==> src/rtl/ucnt_pkg.sv <==
// Shared constants and types for the uncore event counter unit.
// Assumes word addressing: one address step is one 64-bit register.
package ucnt_pkg;

    // Word addresses of the register banks and singletons
    localparam logic [7:0] A_CNT_BASE = 8'h00;
    localparam logic [7:0] A_CTL_BASE = 8'h20;
    localparam logic [7:0] A_SEL_BASE = 8'h40;
    localparam logic [7:0] A_GCTRL    = 8'h80;
    localparam logic [7:0] A_ENSET    = 8'h82;
    localparam logic [7:0] A_ENCLR    = 8'h83;
    localparam logic [7:0] A_IESET    = 8'h84;
    localparam logic [7:0] A_IECLR    = 8'h85;
    localparam logic [7:0] A_OVF      = 8'h88;

    // Strobes per port and the external-agent code
    localparam int         NEV      = 5;
    localparam logic [7:0] EV_EXT   = 8'h80;
    localparam logic [7:0] P1_OFSET = 8'h40;

    typedef enum logic [3:0] {
        K_NONE, K_CNT, K_CTL, K_SEL, K_GCTRL,
        K_ENSET, K_ENCLR, K_IESET, K_IECLR, K_OVF
    } reg_kind_e;

    // Event code of strobe e on port 0 or port 1
    function automatic logic [7:0] ev_code(input logic second_port, input int e);
        logic [7:0] base;
        case (e)
            0:       base = 8'h00;
            1:       base = 8'h10;
            2:       base = 8'h14;
            3:       base = 8'h20;
            default: base = 8'h24;
        endcase
        return second_port ? (base + P1_OFSET) : base;
    endfunction

endpackage

==> src/rtl/ucnt_decode.sv <==
// Address decoder: classifies a word address into a register kind and a
// counter index. Assumes the banks are 0x20 words apart and NCNT <= 32.
module ucnt_decode
    import ucnt_pkg::*;
#(
    parameter int ADDR_W = 8,
    parameter int NCNT   = 8,
    parameter int IDX_W  = 3
) (
    input  logic [ADDR_W-1:0] addr,
    output reg_kind_e         kind,
    output logic [IDX_W-1:0]  idx
);

    function automatic logic in_bank(input logic [ADDR_W-1:0] a, input logic [7:0] base);
        return (a >= ADDR_W'(base)) && (a < ADDR_W'(base) + ADDR_W'(NCNT));
    endfunction

    // Bank range match first, then exact singleton match
    always_comb begin
        kind = K_NONE;
        idx  = '0;
        if (in_bank(addr, A_CNT_BASE)) begin
            kind = K_CNT;
            idx  = IDX_W'(addr - ADDR_W'(A_CNT_BASE));
        end else if (in_bank(addr, A_CTL_BASE)) begin
            kind = K_CTL;
            idx  = IDX_W'(addr - ADDR_W'(A_CTL_BASE));
        end else if (in_bank(addr, A_SEL_BASE)) begin
            kind = K_SEL;
            idx  = IDX_W'(addr - ADDR_W'(A_SEL_BASE));
        end else begin
            case (addr)
                ADDR_W'(A_GCTRL): kind = K_GCTRL;
                ADDR_W'(A_ENSET): kind = K_ENSET;
                ADDR_W'(A_ENCLR): kind = K_ENCLR;
                ADDR_W'(A_IESET): kind = K_IESET;
                ADDR_W'(A_IECLR): kind = K_IECLR;
                ADDR_W'(A_OVF):   kind = K_OVF;
                default:          kind = K_NONE;
            endcase
        end
    end

endmodule

==> src/rtl/ucnt_evsel.sv <==
// Event selector: returns the strobe named by an event code, or 0 for an
// unassigned code. Purely combinational.
module ucnt_evsel
    import ucnt_pkg::*;
#(
    parameter int SEL_W = 8
) (
    input  logic [SEL_W-1:0] sel,
    input  logic [NEV-1:0]   port0_ev,
    input  logic [NEV-1:0]   port1_ev,
    input  logic             ext_ev,
    output logic             hit
);

    // Compare the selector against every assigned code
    always_comb begin
        hit = (sel == SEL_W'(EV_EXT)) && ext_ev;
        for (int e = 0; e < NEV; e++) begin
            if (sel == SEL_W'(ev_code(1'b0, e))) hit = port0_ev[e];
            if (sel == SEL_W'(ev_code(1'b1, e))) hit = port1_ev[e];
        end
    end

endmodule

==> src/rtl/ucnt_slice.sv <==
// One counter slice: event selector register, decoder and counter.
// Priority at the clock edge: unit clear, then software load, then increment.
// The wrap flag goes high only when an increment actually rolls the counter over.
module ucnt_slice
    import ucnt_pkg::*;
#(
    parameter int CNT_W = 64,
    parameter int SEL_W = 8
) (
    input  logic             clk,
    input  logic             rst_n,
    input  logic             unit_clr,
    input  logic             cnt_we,
    input  logic [CNT_W-1:0] cnt_wdata,
    input  logic             sel_we,
    input  logic [SEL_W-1:0] sel_wdata,
    input  logic             run,
    input  logic [NEV-1:0]   port0_ev,
    input  logic [NEV-1:0]   port1_ev,
    input  logic             ext_ev,
    output logic [CNT_W-1:0] cnt_q,
    output logic [SEL_W-1:0] sel_q,
    output logic             wrap
);

    logic hit;
    logic inc;

    ucnt_evsel #(.SEL_W(SEL_W)) u_evsel (
        .sel      (sel_q),
        .port0_ev (port0_ev),
        .port1_ev (port1_ev),
        .ext_ev   (ext_ev),
        .hit      (hit)
    );

    assign inc  = run && hit;
    assign wrap = inc && !cnt_we && !unit_clr && (cnt_q == '1);

    // Event selector register
    always_ff @(posedge clk) begin
        if (!rst_n || unit_clr) sel_q <= '0;
        else if (sel_we)        sel_q <= sel_wdata;
    end

    // Counter register
    always_ff @(posedge clk) begin
        if (!rst_n || unit_clr) cnt_q <= '0;
        else if (cnt_we)        cnt_q <= cnt_wdata;
        else if (inc)           cnt_q <= cnt_q + 1'b1;
    end

endmodule

==> src/rtl/ucnt_unit.sv <==
// Uncore event counter unit top: register port, global control, enable and
// interrupt-enable masks, overflow status, interrupt, and NCNT counter slices.
// Assumes CNT_W <= DATA_W, NCNT <= DATA_W, SEL_W <= DATA_W and ADDR_W >= 8.
module ucnt_unit
    import ucnt_pkg::*;
#(
    parameter int NCNT   = 8,
    parameter int CNT_W  = 64,
    parameter int DATA_W = 64,
    parameter int ADDR_W = 8,
    parameter int SEL_W  = 8
) (
    input  logic              clk,
    input  logic              rst_n,
    input  logic              bus_wen,
    input  logic [ADDR_W-1:0] bus_addr,
    input  logic [DATA_W-1:0] bus_wdata,
    output logic [DATA_W-1:0] bus_rdata,
    input  logic [NEV-1:0]    port0_ev,
    input  logic [NEV-1:0]    port1_ev,
    input  logic              ext_ev,
    output logic              irq
);

    localparam int IDX_W = (NCNT > 1) ? $clog2(NCNT) : 1;

    reg_kind_e                      kind;
    logic [IDX_W-1:0]               idx;
    logic                           unit_clr;
    logic                           gen_en_q;
    logic [NCNT-1:0]                en_q;
    logic [NCNT-1:0]                inten_q;
    logic [NCNT-1:0]                ovf_q;
    logic [NCNT-1:0]                wrap_v;
    logic [NCNT-1:0]                wmask;
    logic [NCNT-1:0][CNT_W-1:0]     cnt_arr;
    logic [NCNT-1:0][SEL_W-1:0]     sel_arr;

    ucnt_decode #(.ADDR_W(ADDR_W), .NCNT(NCNT), .IDX_W(IDX_W)) u_dec (
        .addr (bus_addr),
        .kind (kind),
        .idx  (idx)
    );

    assign wmask    = bus_wdata[NCNT-1:0];
    assign unit_clr = bus_wen && (kind == K_GCTRL) && bus_wdata[1];

    // Global enable: loaded from bit 0 of every control write
    always_ff @(posedge clk) begin
        if (!rst_n)                             gen_en_q <= 1'b0;
        else if (bus_wen && (kind == K_GCTRL))  gen_en_q <= bus_wdata[0];
    end

    // Counter enable mask with write-one set and clear
    always_ff @(posedge clk) begin
        if (!rst_n || unit_clr)                 en_q <= '0;
        else if (bus_wen && (kind == K_ENSET))  en_q <= en_q | wmask;
        else if (bus_wen && (kind == K_ENCLR))  en_q <= en_q & ~wmask;
    end

    // Interrupt enable mask with write-one set and clear
    always_ff @(posedge clk) begin
        if (!rst_n || unit_clr)                 inten_q <= '0;
        else if (bus_wen && (kind == K_IESET))  inten_q <= inten_q | wmask;
        else if (bus_wen && (kind == K_IECLR))  inten_q <= inten_q & ~wmask;
    end

    // Sticky overflow status: a new wrap wins over a same-cycle clear
    always_ff @(posedge clk) begin
        if (!rst_n || unit_clr) ovf_q <= '0;
        else if (bus_wen && (kind == K_OVF)) ovf_q <= (ovf_q & ~wmask) | wrap_v;
        else                    ovf_q <= ovf_q | wrap_v;
    end

    for (genvar g = 0; g < NCNT; g++) begin : g_slice
        ucnt_slice #(.CNT_W(CNT_W), .SEL_W(SEL_W)) u_slice (
            .clk       (clk),
            .rst_n     (rst_n),
            .unit_clr  (unit_clr),
            .cnt_we    (bus_wen && (kind == K_CNT) && (idx == IDX_W'(g))),
            .cnt_wdata (bus_wdata[CNT_W-1:0]),
            .sel_we    (bus_wen && (kind == K_SEL) && (idx == IDX_W'(g))),
            .sel_wdata (bus_wdata[SEL_W-1:0]),
            .run       (gen_en_q && en_q[g]),
            .port0_ev  (port0_ev),
            .port1_ev  (port1_ev),
            .ext_ev    (ext_ev),
            .cnt_q     (cnt_arr[g]),
            .sel_q     (sel_arr[g]),
            .wrap      (wrap_v[g])
        );
    end

    // Combinational read mux; control words and holes read as zero
    always_comb begin
        case (kind)
            K_CNT:            bus_rdata = DATA_W'(cnt_arr[idx]);
            K_SEL:            bus_rdata = DATA_W'(sel_arr[idx]);
            K_GCTRL:          bus_rdata = DATA_W'(gen_en_q);
            K_ENSET, K_ENCLR: bus_rdata = DATA_W'(en_q);
            K_IESET, K_IECLR: bus_rdata = DATA_W'(inten_q);
            K_OVF:            bus_rdata = DATA_W'(ovf_q);
            default:          bus_rdata = '0;
        endcase
    end

    // Level interrupt from enabled overflow bits
    assign irq = |(ovf_q & inten_q);

endmodule

==> config.mk <==
export PLATFORM = sky130hd
export DESIGN_NAME = ucnt_unit
export DESIGN_NICKNAME = d
export VERILOG_FILES = /design/src/rtl/ucnt_pkg.sv /design/src/rtl/ucnt_decode.sv /design/src/rtl/ucnt_evsel.sv /design/src/rtl/ucnt_slice.sv /design/src/rtl/ucnt_unit.sv
export SDC_FILE = /design/constraint.sdc
export NUM_CORES = 2
export LEC_CHECK = 0
export BUFFER_PORTS_ARGS = -buffer_cell sky130_fd_sc_hd__buf_2
export CORE_MARGIN = 4
export CORE_UTILIZATION = 35
export DETAILED_ROUTE_END_ITERATION = 8
export SETUP_SLACK_MARGIN = 0.2
export SYNTH_ARGS = -nofsm -noshare
export SYNTH_HDL_FRONTEND = slang
export SYNTH_HIERARCHICAL = 1
export SYNTH_SLANG_ARGS = --single-unit
==> constraint.sdc <==
create_clock -name clk -period 4 [get_ports clk]
set_clock_uncertainty 0.2 [all_clocks]
set_input_delay 0.8 -clock clk [delete_from_list [all_inputs] [get_ports clk]]
set_output_delay 0.8 -clock clk [all_outputs]
set_load 0.05 [all_outputs]
### After elaboration in Yosys (flattened, before gate mapping)

Cells that the tools add are included.
Widths: inputs -> output; s select.

| storage, ports and cells | value |
|---|---|
| flip-flop bits (word level) | 601 |

| operators by class | value |
|---|---|
| $add $sub $neg | 10 |
| order comparisons | 7 |
| equal/unequal tests | 109 |
| multiplexer cells | 113 |
| reductions and logical operators | 109 |
| bitwise logic cells | 9 |

Operator list:

| operator | count |
|---|---|
| $mux 64 | 17 |
| $add 64x1->64 const B | 8 |
| $eq 64x64->1 const B | 8 |
| $pmux 64 s6 | 1 |
| $eq 8x7->1 const B | 40 |
| $bmux 64 s3 | 1 |
| $eq 8x5->1 const B | 16 |
| $eq 8x6->1 const B | 16 |
| $eq 8x8->1 const B | 14 |
| $mux 1 | 80 |
| $logic_and 1x1->1 | 76 |
| $logic_not 8->1 | 8 |
| $mux 8 | 6 |
| $and 8x8->8 | 4 |
| $or 8x8->8 | 4 |
| $bmux 8 s3 | 1 |
| $pmux 4 s6 | 1 |
| $reduce_bool 2->1 | 10 |
| $eq 4x3->1 const B | 4 |
| $eq 3x3->1 const B | 4 |
| $mux 4 | 3 |
| $logic_not 1->1 | 10 |
| $mux 3 | 3 |
| $eq 4x4->1 const B | 2 |
| 17 further kinds | 20 |

### Longest topological paths before layout

| depth | value |
|---|---|
| depth in word-level cells | 18 |
| gate-level depth with buffers | 15 |

### Cells and area by module

Netlist, hierarchy kept.

By module, submodules not included:

| module | cells each | seq. area each (µm²) | area an instance (µm²) | times used |
|---|---|---|---|---|
| ucnt_slice | 574 | 1441.4 | 4415.5 | 8 |
| ucnt_unit | 501 | 500.5 | 5849.4 | 1 |
| ucnt_evsel | 27 | 0.0 | 203.9 | 8 |
| ucnt_decode | 24 | 0.0 | 166.4 | 1 |

### Worst setup path after synthesis

OpenSTA, ideal clock, no wires.

| timing | value |
|---|---|
| path kind | input to output |
| start | input port bus_addr[6] |
| end | output port bus_rdata[0] |
| arrival | 4.081 ns |
| stages | 7 |
| path slack | -1.081 ns |
| path buffers | 3 |
| path through | a2111oi_0 > and2_1 > buf_2 > buf_4 > buf_1 > o22ai_1 > o311ai_0 |

| between the ends | value |
|---|---|
| cells in the longest elaborated chain, start to end | 8 |

Ends and longest elaborated chain:

| what | RTL line | text |
|---|---|---|
| start, declared | ucnt_unit.sv:16 | `input logic [ADDR_W-1:0] bus_addr,` |
| $ge 8x7->1 or $lt 8x7->1 (tied branches) | ucnt_decode.sv:16 | `return (a >= ADDR_W'(base)) && (a < ADDR_W'(base) + ADDR_W'(NCNT));` |
| $logic_and 1x1->1 | ucnt_decode.sv:16 |  |
| $mux 3 | ucnt_decode.sv:29 | `end else if (in_bank(addr, A_SEL_BASE)) begin` |
| $mux 3 | ucnt_decode.sv:26 | `end else if (in_bank(addr, A_CTL_BASE)) begin` |
| $mux 3 * | ucnt_decode.sv:23 | `if (in_bank(addr, A_CNT_BASE)) begin` |
| net idx[0] | ucnt_unit.sv:28 | `logic [IDX_W-1:0] idx;` |
| $bmux 8 s3 or $bmux 64 s3 (tied branches) | ucnt_unit.sv:98, ucnt_unit.sv:97 |  |
| $mux 8 (implied by the code) or $mux 64 (tied branches) | ucnt_unit.sv:98, ucnt_unit.sv:97 |  |
| $pmux 64 s6 * | ucnt_unit.sv:96 | `case (kind)` |
| end, declared | ucnt_unit.sv:18 | `output logic [DATA_W-1:0] bus_rdata,` |

The timed path passes the listed nets; every way through them passes the cells marked *. The select of a mux whose other input is x is not followed.

### Worst setup path in the final report

| timing | value |
|---|---|
| start | input port bus_addr[6] |
| end | output port bus_rdata[10] |

| between the ends | value |
|---|---|
| cells in the longest elaborated chain, start to end | 8 |

Ends and longest elaborated chain:

| what | RTL line | text |
|---|---|---|
| $ge 8x7->1 or $lt 8x7->1 (tied branches) | ucnt_decode.sv:16 |  |
| $logic_and 1x1->1 | ucnt_decode.sv:16 |  |
| $mux 3 | ucnt_decode.sv:29 |  |
| $mux 3 | ucnt_decode.sv:26 |  |
| $mux 3 * | ucnt_decode.sv:23 |  |
| net idx[1] | ucnt_unit.sv:28 |  |
| $bmux 64 s3 * | ucnt_unit.sv:97 | `K_CNT: bus_rdata = DATA_W'(cnt_arr[idx]);` |
| $mux 64 (implied by the code) * | ucnt_unit.sv:97 |  |
| $pmux 64 s6 * | ucnt_unit.sv:96 |  |

Marked as above.

==> run metrics <==
largest net degree at the start of global routing 74; fin nets 5845; endpoint class of the critical path output pin; HP Start g_slice[7].u_slice/sel_q[1]; Primary FF master, synth dfxtp_1; Initial Util 35.3%; startpoint type of the worst setup path input pin; Distinct cells, synth 68; PD cells 272 mW/mm^2; Sequential Power Share 41.6%; CP Max Fanout 8; Tot Pwr 14.6 mW; Clock Sinks 601; CP Cell Sequence buf_6, a2111oi_4, buf_4, and2_4, buf_12, buf_4, buf_12, mux4_2, mux2i_1, buf_4, nor2_4, buf_6; sw frac 26.3%; Post-Syn Area 0.0430 sq mm; RR Startpoint g_slice[3].u_slice/sel_q[6]; design area 0.0536 sq mm; Final WS setup -0.178 ns; clock latency on the worst-skew pair 0.69 ns; drt total wl 245000 microns; Yosys warning total 6; Die Height 358 microns; antenna violations before repair 11; Max-Cap Viols 0; Post-DP HPWL 193000 microns; crit-path most repeated cell buf_4; Seq/Total Area, Yosys 28.0%; Rel. slew slack 26.7%; drt first-iter violations 7439; CTS tree built; Least-Margin Pin Slew 1.10 ns; Post-synth ARST share 0%; hold path depth 2; share of layout cells above drive strength 1 21.5%; Final Critical Period 4.18 ns; first-pass GRT wire length 337000 microns; Worst R2R End ovf_q[3]; first drt pass iteration count 6; Rows 128; CTS H-tree lvls 3; clock-pin slew on the worst setup and hold paths 0.07 ns; largest stage delay on the critical path 0.41 ns; vias in the first global route 43500; Post-CTS Hold Buffers 0; I/O Buffers 150; Min-Delay Endpoint g_slice[7].u_slice/sel_q[1]; internal power 10.8 mW; EDFF count, synth 0; Syn Nets 5427; Root Driver clkbuf_16; die area 0.128 sq mm; core area 0.122 sq mm; #FFs+latches synth 601; slowest CP cell a2111oi_4; CP arrival 3.18 ns; number of CTS-inserted buffers 78; max-slew violation count 0; Via Count 48600; Worst Path Required 3.00 ns; FF-to-FF setup slack 0.25 ns; Sum Neg Setup Slack -6.61 ns; Die W 358 microns; Top Ports 151; Max VDD drop 0.000265 V; GRT overflow 0; setup repair after global routing missed its margin yes; clock share of power 51.5%; leakage power 16.9 nW; Fin. Hold Viols 0; GRT Resource Usage Total 36.6%; fin crit share 104%; Logic pwr share 6.9%; area delta synth->final 24.7%; Routed wire per std cell 32.9 microns; Setup Crit Path Kind in -> out; violated checks negative setup slack; Worst R2R Path Depth 13; Psw 3.83 mW; CTS max path bufs 3; Residual DRC 0; Placer Congestion 1.06; final setup violation count 64; status complete, but fails checks; Mapped Avg Cell Area 8.06 sq um; post-route ant nets 0; DR vias/cell 6.53; worst min path class reg -> reg; cells after synthesis 5333; maximum clock frequency 0.239 GHz; dpl cell area 0.0492 sq mm
metal layers:
| layer | track usage [%] | part of all wire, % |
|---|---|---|
| met1 | 50.3 | 41 |
| met2 | 52.4 | 40 |
| met3 | 8.44 | 11 |
| met4 | 20.7 | 7.2 |
| met5 | 0 | 0 |
layout by cell type (no fill, tap or decap), types with 25 or more instances in the layout:
master	instances
nand2_1	475
nand4b_1	57
clkbuf_16	88
nor2_2	33
xnor2_1	241
nor4_1	216
mux2_2	49
nor3b_1	32
or3_1	64
nor2b_1	36
nand2b_1	36
buf_2	83
nand4_1	274
nand3_1	266
nor3_1	177
and3_1	41
mux4_2	142
nand2b_2	25
nor2_1	340
dfxtp_1	601
inv_1	51
and2_1	72
buf_12	74
or4_1	96
buf_4	429
o21ai_0	384
nor2_4	31
buf_6	67
and4_1	104
a31oi_1	64
mux2i_1	178
a211oi_1	72
xor2_1	80
o31ai_1	56
a21oi_1	393
worst max-delay path, delay by kind of cell:
family	cells	cell delay, ns
buf+inv	7	1.12
mux	2	0.55
compound gates	1	0.41
simple gates	2	0.30
power groups by stage:
stage               Sequential (mW)  Combinational (mW)  Clock (mW)
global placement               6.20               0.890           0
detailed placement             6.20               0.896           0
global route                   6.06                1.03        7.81
finish                         6.07                1.01        7.52
floorplan                      6.17               0.362           0
CTS                            6.06               0.944        7.60
cell type report:
| class | instances | area [sq um] |
|---|---|---|
| Fill cell | 12200 | 68300 |
| Timing Repair Buffer | 690 | 6670 |
| Clock inverter | 26 | 318 |
| Multi-Input combinational cell | 4321 | 30000 |
| Tap cell | 1625 | 2030 |
| Sequential cell | 601 | 12000 |
| Inverter | 59 | 221 |
| Antenna cell | 9 | 22.5 |
| Clock buffer | 114 | 2330 |
sequential cells by signal (all words and copies together), names as in the netlist, named ones only:
register               flops
g_slice.u_slice/cnt_q    512
g_slice.u_slice/sel_q     64
gen_en_q                   1
ovf_q                      8
kinds of logic (layout without fill, tap and decap cells):
group,Yosys count,count (layout),share of synthesized area [%]
adders and majority gates,8,8,0.233
DFF,601,601,28.0
buffers and inverters,411,889,3.95
xor gates and xnor gates,322,322,6.56
muxes,393,393,13.4
other,0,9,0
AOI/OAI and AO/OA,1080,1080,14.7
and+or+nand+nor,2518,2518,33.1
how the worst max path moves through the flow:
stage / from / end / slack, ns / depth (start not counted)
after floorplan: bus_addr[5] / bus_rdata[7] / 0.03 / 7
after global placement: bus_addr[6] / bus_rdata[48] / -0.40 / 9
after detailed placement: bus_addr[6] / bus_rdata[48] / -0.41 / 9
after CTS: bus_addr[5] / bus_rdata[55] / -0.15 / 11
after global routing: bus_addr[6] / bus_rdata[7] / -0.23 / 10
final: bus_addr[6] / bus_rdata[10] / -0.18 / 12
synthesized netlist by cell type, drive strengths merged (64+ instances only):
cell type,n,area [sq um]
and2,75,469
a21oi,393,1970
or4,96,721
nor2,404,1520
nor3,192,1020
dfxtp,601,12000
nand4,282,1810
clkbuf,226,848
mux2i,200,2000
nand2,478,1790
or3,64,400
nor4,235,1580
and4,104,911
o21ai,401,2020
a211oi,72,541
mux4,142,3200
nand3,268,1340
xnor2,242,2120
a31oi,64,400
buf,126,628
xor2,80,701
repair_timing:
action / 4_1_cts / 5_1_grt
buffers inserted: 16 / 16
pin swaps: 10 / 11
endpoints found under the setup margin: 64 / 70
gates cloned: 10 / 5
gates resized for setup: 181 / 74
metrics by stage:
step	setup slack (ns)	utilization, %	std cells	hold slack (ns)
floorplan	0.0295	-	5333	0.279
global placement	-0.397	40.4	7249	0.302
detailed placement	-0.412	40.4	7249	0.320
CTS	-0.150	43.5	7415	0.333
global route	-0.231	44.0	7436	0.354
finish	-0.178	44.0	7445	0.340
(Power assumes the default switching activity.)
